File: config.mk
export PLATFORM = sky130hd
export DESIGN_NAME = ipt_lookup
export DESIGN_NICKNAME = d
export VERILOG_FILES = /design/src/rtl/ipt_pkg.sv /design/src/rtl/ipt_hash.sv /design/src/rtl/ipt_store.sv /design/src/rtl/ipt_walker.sv /design/src/rtl/ipt_lookup.sv
export SDC_FILE = /design/constraint.sdc
export NUM_CORES = 2
export LEC_CHECK = 0
export BUFFER_PORTS_ARGS = -buffer_cell sky130_fd_sc_hd__buf_4
export CORE_MARGIN = 2
export CORE_UTILIZATION = 40
export DETAILED_ROUTE_END_ITERATION = 8
export PLACE_DENSITY = 0.56
export SKIP_LAST_GASP = 1
export SLEW_MARGIN = 30
export SYNTH_ARGS = -nofsm -noshare
export SYNTH_HDL_FRONTEND = slang
export SYNTH_SLANG_ARGS = --single-unit
File: constraint.sdc
create_clock -name clk -period 12.95 [get_ports clk]
set_input_delay 1.295 -clock clk [delete_from_list [all_inputs] [get_ports clk]]
set_output_delay 1.295 -clock clk [all_outputs]
set_load 0.05 [all_outputs]
File: src/rtl/ipt_pkg.sv
package ipt_pkg;
  typedef enum logic {
    ST_IDLE = 1'b0,
    ST_WALK = 1'b1
  } walk_state_t;
endpackage

File: src/rtl/ipt_hash.sv
module ipt_hash #(
  parameter int VPN_W = 20,
  parameter int IDX_W = 6
) (
  input  logic [VPN_W-1:0] vpn,
  output logic [IDX_W-1:0] idx
);
  localparam int NSL    = (VPN_W + IDX_W - 1) / IDX_W;
  localparam int FULL_W = NSL * IDX_W;

  logic [FULL_W-1:0]           padded;
  logic [NSL:0][IDX_W-1:0]     acc;

  assign padded = FULL_W'(vpn);
  assign acc[0] = '0;

  for (genvar g = 0; g < NSL; g++) begin : g_fold
    assign acc[g+1] = acc[g] ^ padded[g*IDX_W +: IDX_W];
  end

  assign idx = acc[NSL];
endmodule

File: src/rtl/ipt_store.sv
module ipt_store #(
  parameter int IDX_W = 6,
  parameter int VPN_W = 20,
  parameter int PID_W = 8
) (
  input  logic             clk,
  input  logic             rst_n,
  input  logic             wr_en,
  input  logic [IDX_W-1:0] wr_idx,
  input  logic [VPN_W-1:0] wr_vpn,
  input  logic [PID_W-1:0] wr_pid,
  input  logic             wr_used,
  input  logic [IDX_W-1:0] wr_next,
  input  logic [IDX_W-1:0] rd_idx,
  output logic [VPN_W-1:0] rd_vpn,
  output logic [PID_W-1:0] rd_pid,
  output logic             rd_used,
  output logic [IDX_W-1:0] rd_next
);
  localparam int N = 1 << IDX_W;

  logic [VPN_W-1:0] ent_vpn  [N];
  logic [PID_W-1:0] ent_pid  [N];
  logic             ent_used [N];
  logic [IDX_W-1:0] ent_next [N];

  always_ff @(posedge clk) begin
    if (!rst_n) begin
      for (int i = 0; i < N; i++) begin
        ent_vpn[i]  <= '0;
        ent_pid[i]  <= '0;
        ent_used[i] <= 1'b0;
        ent_next[i] <= '0;
      end
    end else if (wr_en) begin
      ent_vpn[wr_idx]  <= wr_vpn;
      ent_pid[wr_idx]  <= wr_pid;
      ent_used[wr_idx] <= wr_used;
      ent_next[wr_idx] <= wr_next;
    end
  end

  assign rd_vpn  = ent_vpn[rd_idx];
  assign rd_pid  = ent_pid[rd_idx];
  assign rd_used = ent_used[rd_idx];
  assign rd_next = ent_next[rd_idx];
endmodule

File: src/rtl/ipt_walker.sv
module ipt_walker
  import ipt_pkg::*;
#(
  parameter int IDX_W = 6,
  parameter int VPN_W = 20,
  parameter int PID_W = 8,
  parameter int OFF_W = 12
) (
  input  logic             clk,
  input  logic             rst_n,
  input  logic             req_valid,
  output logic             req_ready,
  input  logic [VPN_W-1:0] req_vpn,
  input  logic [PID_W-1:0] req_pid,
  input  logic [OFF_W-1:0] req_off,
  input  logic [IDX_W-1:0] start_idx,
  output logic [IDX_W-1:0] rd_idx,
  input  logic [VPN_W-1:0] rd_vpn,
  input  logic [PID_W-1:0] rd_pid,
  input  logic             rd_used,
  input  logic [IDX_W-1:0] rd_next,
  output logic             res_valid,
  output logic             res_hit,
  output logic [IDX_W-1:0] res_frame,
  output logic [OFF_W-1:0] res_off
);
  localparam logic [IDX_W-1:0] LAST_STEP = {IDX_W{1'b1}};

  walk_state_t      state;
  logic [IDX_W-1:0] cur_idx;
  logic [IDX_W-1:0] steps;
  logic [VPN_W-1:0] key_vpn;
  logic [PID_W-1:0] key_pid;
  logic [OFF_W-1:0] key_off;
  logic             busy;
  logic             match;
  logic             chain_end;

  assign busy      = (state == ST_WALK);
  assign req_ready = (state == ST_IDLE);
  assign rd_idx    = cur_idx;
  assign match     = rd_used && (rd_vpn == key_vpn) && (rd_pid == key_pid);
  assign chain_end = (rd_next == cur_idx) || (steps == LAST_STEP);

  always_ff @(posedge clk) begin
    if (!rst_n) begin
      state     <= ST_IDLE;
      cur_idx   <= '0;
      steps     <= '0;
      key_vpn   <= '0;
      key_pid   <= '0;
      key_off   <= '0;
      res_valid <= 1'b0;
      res_hit   <= 1'b0;
      res_frame <= '0;
      res_off   <= '0;
    end else begin
      res_valid <= 1'b0;
      unique case (state)
        ST_IDLE: begin
          if (req_valid) begin
            state   <= ST_WALK;
            cur_idx <= start_idx;
            steps   <= '0;
            key_vpn <= req_vpn;
            key_pid <= req_pid;
            key_off <= req_off;
          end
        end
        ST_WALK: begin
          if (match) begin
            state     <= ST_IDLE;
            res_valid <= 1'b1;
            res_hit   <= 1'b1;
            res_frame <= cur_idx;
            res_off   <= key_off;
          end else if (chain_end) begin
            state     <= ST_IDLE;
            res_valid <= 1'b1;
            res_hit   <= 1'b0;
            res_frame <= '0;
            res_off   <= '0;
          end else begin
            cur_idx <= rd_next;
            steps   <= steps + 1'b1;
          end
        end
        default: state <= ST_IDLE;
      endcase
    end
  end

  function automatic logic [IDX_W-1:0] fold_ref(input logic [VPN_W-1:0] v);
    logic [IDX_W-1:0] h;
    h = '0;
    for (int i = 0; i < VPN_W; i++) h[i % IDX_W] ^= v[i];
    return h;
  endfunction

  // a taken request makes the block busy on the next cycle
  assert_accept_busy_R8: assert property (@(posedge clk) disable iff (!rst_n)
    (req_valid && req_ready) |=> busy);

  // walk starts at the folded slice index of the stored key
  assert_start_at_fold_R2: assert property (@(posedge clk) disable iff (!rst_n)
    $rose(busy) |-> (cur_idx == fold_ref(key_vpn)));

  // consecutive walk cycles follow the successor pointer read from the table
  assert_follow_chain_R4: assert property (@(posedge clk) disable iff (!rst_n)
    (busy && $past(busy)) |-> (cur_idx == $past(rd_next)));

  // every result pulse closes a walk
  assert_result_after_walk_R10: assert property (@(posedge clk) disable iff (!rst_n)
    res_valid |-> $past(busy));

  // a hit only ever comes from a used slot
  assert_hit_from_used_R3: assert property (@(posedge clk) disable iff (!rst_n)
    (res_valid && res_hit) |-> $past(rd_used));
endmodule

File: src/rtl/ipt_lookup.sv
module ipt_lookup #(
  parameter int IDX_W = 6,
  parameter int VPN_W = 20,
  parameter int PID_W = 8,
  parameter int OFF_W = 12
) (
  input  logic                   clk,
  input  logic                   rst_n,
  input  logic                   req_valid,
  output logic                   req_ready,
  input  logic [VPN_W-1:0]       req_vpn,
  input  logic [PID_W-1:0]       req_pid,
  input  logic [OFF_W-1:0]       req_off,
  input  logic                   wr_en,
  input  logic [IDX_W-1:0]       wr_idx,
  input  logic [VPN_W-1:0]       wr_vpn,
  input  logic [PID_W-1:0]       wr_pid,
  input  logic                   wr_used,
  input  logic [IDX_W-1:0]       wr_next,
  output logic                   res_valid,
  output logic                   res_hit,
  output logic [IDX_W-1:0]       res_frame,
  output logic [IDX_W+OFF_W-1:0] res_paddr
);
  logic [IDX_W-1:0] start_idx;
  logic [IDX_W-1:0] rd_idx;
  logic [VPN_W-1:0] rd_vpn;
  logic [PID_W-1:0] rd_pid;
  logic             rd_used;
  logic [IDX_W-1:0] rd_next;
  logic [OFF_W-1:0] res_off;

  ipt_hash #(.VPN_W(VPN_W), .IDX_W(IDX_W)) u_hash (
    .vpn (req_vpn),
    .idx (start_idx)
  );

  ipt_store #(.IDX_W(IDX_W), .VPN_W(VPN_W), .PID_W(PID_W)) u_store (
    .clk     (clk),
    .rst_n   (rst_n),
    .wr_en   (wr_en),
    .wr_idx  (wr_idx),
    .wr_vpn  (wr_vpn),
    .wr_pid  (wr_pid),
    .wr_used (wr_used),
    .wr_next (wr_next),
    .rd_idx  (rd_idx),
    .rd_vpn  (rd_vpn),
    .rd_pid  (rd_pid),
    .rd_used (rd_used),
    .rd_next (rd_next)
  );

  ipt_walker #(.IDX_W(IDX_W), .VPN_W(VPN_W), .PID_W(PID_W), .OFF_W(OFF_W)) u_walk (
    .clk       (clk),
    .rst_n     (rst_n),
    .req_valid (req_valid),
    .req_ready (req_ready),
    .req_vpn   (req_vpn),
    .req_pid   (req_pid),
    .req_off   (req_off),
    .start_idx (start_idx),
    .rd_idx    (rd_idx),
    .rd_vpn    (rd_vpn),
    .rd_pid    (rd_pid),
    .rd_used   (rd_used),
    .rd_next   (rd_next),
    .res_valid (res_valid),
    .res_hit   (res_hit),
    .res_frame (res_frame),
    .res_off   (res_off)
  );

  assign res_paddr = {res_frame, res_off};

  // a miss never carries a translated address
  assert_miss_zero_R7: assert property (@(posedge clk) disable iff (!rst_n)
    (res_valid && !res_hit) |-> (res_paddr == '0));
endmodule

# ---- After elaboration in Yosys (flattened, before gate mapping)
# Memories as Yosys holds them, arrays and structs flattened. A register that Yosys moved wholly into a read port is not among the register bits.
# Cells that the tools add are included.
# Widths: inputs -> output; s select.
dict set report classes {
  n_reduce_logical 12
  bitwise_logic 4
  eq_ne 7
  muxes 44
  addsub 1
}
# cell n
set ops {}
lappend ops {{$mux 6} 21}
lappend ops {{$mux 12} 2}
lappend ops {{$pmux 6 s2} 2}
lappend ops {{$eq 20x20->1} 1}
lappend ops {{$mux 20} 1}
lappend ops {{$reduce_or 20->1} 1}
lappend ops {{$mux 1} 16}
lappend ops {{$xor 6x6->6} 2}
lappend ops {{$eq 8x8->1} 1}
lappend ops {{$mux 8} 1}
lappend ops {{$reduce_or 8->1} 1}
lappend ops {{$add 6x1->6 const B} 1}
lappend ops {{$eq 6x6->1} 1}
lappend ops {{$eq 6x6->1 const B} 1}
lappend ops {{$ne 2x2->1 const B} 3}
lappend ops {{$reduce_and 2->1} 3}
lappend ops {{$reduce_or 6->1} 1}
lappend ops {{$xor 6x2->6} 1}
lappend ops {{$reduce_and 3->1} 1}
lappend ops {{$logic_and 1x1->1} 2}
lappend ops {{$pmux 1 s2} 1}
lappend ops {{$reduce_bool 2->1} 1}
lappend ops {{$logic_or 1x1->1} 1}
lappend ops {{$not 1->1} 1}
lappend ops {{$reduce_or 1->1} 1}
dict set report word_totals {
  register_bits 73
  inputBits 85
  ram_bits 2240
  output_inout_bits 27
  elab_cells 82
  memories 4
}
# memory words word_bits read_ports rd_clocked_by_memory_dff write_ports line_no
set memory_table {}
lappend memory_table {u_store.ent_vpn 64 20 1 1 64 ipt_store.sv:22} ;# logic [VPN_W-1:0] ent_vpn [N];
lappend memory_table {u_store.ent_pid 64 8 1 1 64 ipt_store.sv:23} ;# logic [PID_W-1:0] ent_pid [N];
lappend memory_table {u_store.ent_next 64 6 1 1 64 ipt_store.sv:25} ;# logic [IDX_W-1:0] ent_next [N];
lappend memory_table {u_store.ent_used 64 1 1 1 64 ipt_store.sv:24} ;# logic ent_used [N];

# ---- Depth between registers and ports, before layout
dict set report depth {
  ltp_word 7
  depth_mapped 22
  mapped_depth_nobuf 11
}

# ---- Modules after synthesis
# Synthesis repeated with hierarchy kept, for this count alone.
dict set report unflattened {
  cells_unflattened 6873
  area_unflattened_um2 104800.5
}
# mod cells_each seq_area_each_um2 area_per_inst_um2 instances
set modules_own_cells {}
lappend modules_own_cells {ipt_store 6485 66623.9 101457.3 1}
lappend modules_own_cells {ipt_walker 368 1461.4 3175.5 1}
lappend modules_own_cells {ipt_hash 14 0.0 122.6 1}
lappend modules_own_cells {ipt_lookup 6 0.0 45.0 1}

# ---- Worst setup path after synthesis
# Ideal clock, no wire load.
dict set report synth_path {
  kind {input port to flip-flop}
  start {input rst_n}
  end {memory u_store.ent_next[21][0] (enable)}
  path_slack_ps 7921
  path_stages 5
  arrival_ps 4557
  required_ps 12478
  path_buffers 2
  setup_ps 472
  path_cell_list {clkbuf_1 > and3_1 > nand2_1 > clkbuf_1 > o21ai_0}
}
# element line_no
set synth_rtl {}
lappend synth_rtl {{start, declared} ipt_lookup.sv:8} ;# input logic rst_n,
lappend synth_rtl {{end, declared} ipt_store.sv:25}

==> out/metrics.cfg <==
[sta]
slew_viol_final = 0
fin_crit_ns = 7.02
hold_viol = 0
max_freq_ghz = 0.142
worstMarginPinSlew_ns = 1.14
rsz0062_at_grt = no
setup_tns_ns = 0
slew_headroom = 0.242
finalCritPeriodShare = 0.542
setup_viol = 0
finClkSkew_ns = 0.0668

[global_routing]
grt_max_degree = 100
grt.overflow.total = 0
grt.total_usage = 0.306
grt_pass1_wl_um = 561000
grt_pass1_vias = 61900
grt_antenna_before_repair = 51

[cells_and_area]
post-route-util = 0.452
final_layout_size_suffix_gt1_frac = 0.182
multi_input_area_um2 = 35300
area_growth_pct = 12.2
fillers = 22900
finalNonFillerCells = 10900
regArea_um2 = 68200
fin_nets = 7257

[synthesis]
syn_area_um2 = 106000
synthTopCellsByArea = edfxtp_1, and2_1, mux4_2
synth_warnings = 0
synthDistinctLibCells = 82
syn-num-nets = 7383
ys_seq_elements = 2319
synth-async-reset-ratio = 0
ys_top_cells_by_count = and2_1, edfxtp_1, clkbuf_1
avgSynthCellArea_um2 = 14.5
yosysTopAreaCell = edfxtp_1
synthFlopType = edfxtp_1
syn_inst = 7297
ys_seq_area_frac = 0.645
yosysMostFrequentCell = and2_1
synth_edf_count = 2176
synth_top_cell_area_share = 0.618

[die]
die_area_um2 = 269000
core_um2 = 263000
rows = 188
die_x_um = 518
die_height_um = 518
start_util = 0.403
ioPinCount = 112

[setup_path]
cp.required_ns = 13.79
worstPathArrival_ns = 7.86
cp-end-kind = flop
start_kind = flop
worstPathMaxFanout = 99
rr_worst_depth = 13
path_class = reg2reg

[drt]
dr.pass1.iters = 8
wirelength_um = 417000
wl_per_cell_um = 38.2
avgViaCountPerCell = 6.01
antenna_left = 1
vias = 65600
route.detailed.drc = 0
drtIter0Drc = 10700

[run_status]
status = finished, violations left
violations = antenna rules

[cts]
clockBufferDepth = 3
insertion_delay_ns = 0.92
cts_resized = 0
post_cts_buffers = 0
numCtsBuffers = 235
path_clk_slew_ns = 0.06
cts_sinks = 2319
cts_tree = yes
cts_root_buf = clkbuf_16
cts_hold_buf = 0
cts-htree-levels = 4

[placement]
dp.cells = 10400
hpwlAfterDp_um = 258000
place_congestion = 1.08
io_buffers = 111

[pwr]
peakVddDrop_uv = 147
p_leak_nw = 40.1
power_density_nw_per_um2 = 165

[run]
cap_violations = 0

[worst_hold_path]
hold_class = reg2reg
whs_path_depth = 2

-- where the power goes --
part | internal [mW] | switching (mW)
Combinational | 1.18 | 2.71
Clock | 3.85 | 3.07
Sequential | 8.56 | 0.195
Total | 13.6 | 5.97
-- sequential cells by signal, summed over array words and instances (netlist names), named ones only --
name and flops:
u_walk.steps 6, u_walk.res_frame 6, u_walk.key_pid 8, u_walk.key_off 12, u_store.ent_vpn 1280, u_walk.res_off 12, u_walk.res_valid 1, u_store.ent_pid 512
u_walk.busy 1, u_walk.rd_idx 6, u_walk.res_hit 1, u_store.ent_used 64, u_walk.key_vpn 20, u_store.ent_next 384
-- per-layer routing --
layer | track usage | vias up | part of all wire
met5 | 0 | - | 0.00018
met4 | 0.124 | 12 | 0.048
met3 | 0.0802 | 682 | 0.11
met2 | 0.453 | 3969 | 0.44
met1 | 0.427 | 34600 | 0.40
li1 | - | 26400 | -
-- final timing paths --
path / slack, ns / end / start
hold / removal: 0.46 / u_walk.key_off[7] / u_walk.key_off[7]
setup reg to reg: 5.93 / flop / flop
setup / recovery: 5.93 / flop / flop
hold reg to reg: 0.46 / u_walk.key_off[7] / u_walk.key_off[7]
-- placed cells by master, fill, tap and decap left out, types with 50 or more instances in the layout --
cell type,instances
and2_1,2187
buf_4,320
nor2_2,67
a21oi_1,85
o21ai_0,77
nand2_1,349
o21ai_4,62
mux4_2,434
clkbuf_1,69
edfxtp_1,2176
o22ai_1,50
mux2i_1,297
a22oi_1,138
nand3_1,80
clkbuf_16,235
dfxtp_1,137
-- stage by stage --
step	area, µm²	hold slack, ns	power, mW	setup WS, ns
after CTS	118000	0.459	19.5	6.08
after global routing	119000	0.477	19.9	5.83
after global placement	110000	0.441	12.6	5.44
after detailed placement	111000	0.449	12.7	6.09
after floorplan	106000	0.433	10.8	7.92
final	119000	0.456	19.6	5.93
-- worst max-delay path, cell delays in order (launching register included) --
cell     delay (ns)
dfxtp_4        0.77
buf_12         0.50
buf_4          0.82
nor2b_1        0.79
a22oi_1        0.17
nand3_1        0.17
nand4_1        0.15
nor4_1         0.31
o22ai_1        0.10
or4_1          0.53
or4b_2         0.86
o21ai_2        0.57
and2_1         0.49
mux2i_1        0.25
-- logic make-up (layout without fill, tap and decap cells) --
kind of cell,after synthesis,after routing,synth area share
simple gates,2893,2893,0.160
flops,2319,2319,0.645
mux,764,764,0.125
buf+inv,717,802,0.0312
compound gates,558,558,0.0353
xor+xnor,45,45,0.00373
fa+ha+maj,1,1,0.000118
other cells,0,24,0
-- final cells by class --
type | count | share of cell area
well taps | 3515 | 0.0370
clock buffers | 330 | 0.0546
multi-input cells | 4261 | 0.298
clock inverters | 118 | 0.0108
diodes | 24 | 0.000506
flip-flops and latches | 2319 | 0.575
inverters | 9 | 0.000316
repair buffers | 345 | 0.0242
Power figures use the tool's default switching activity.
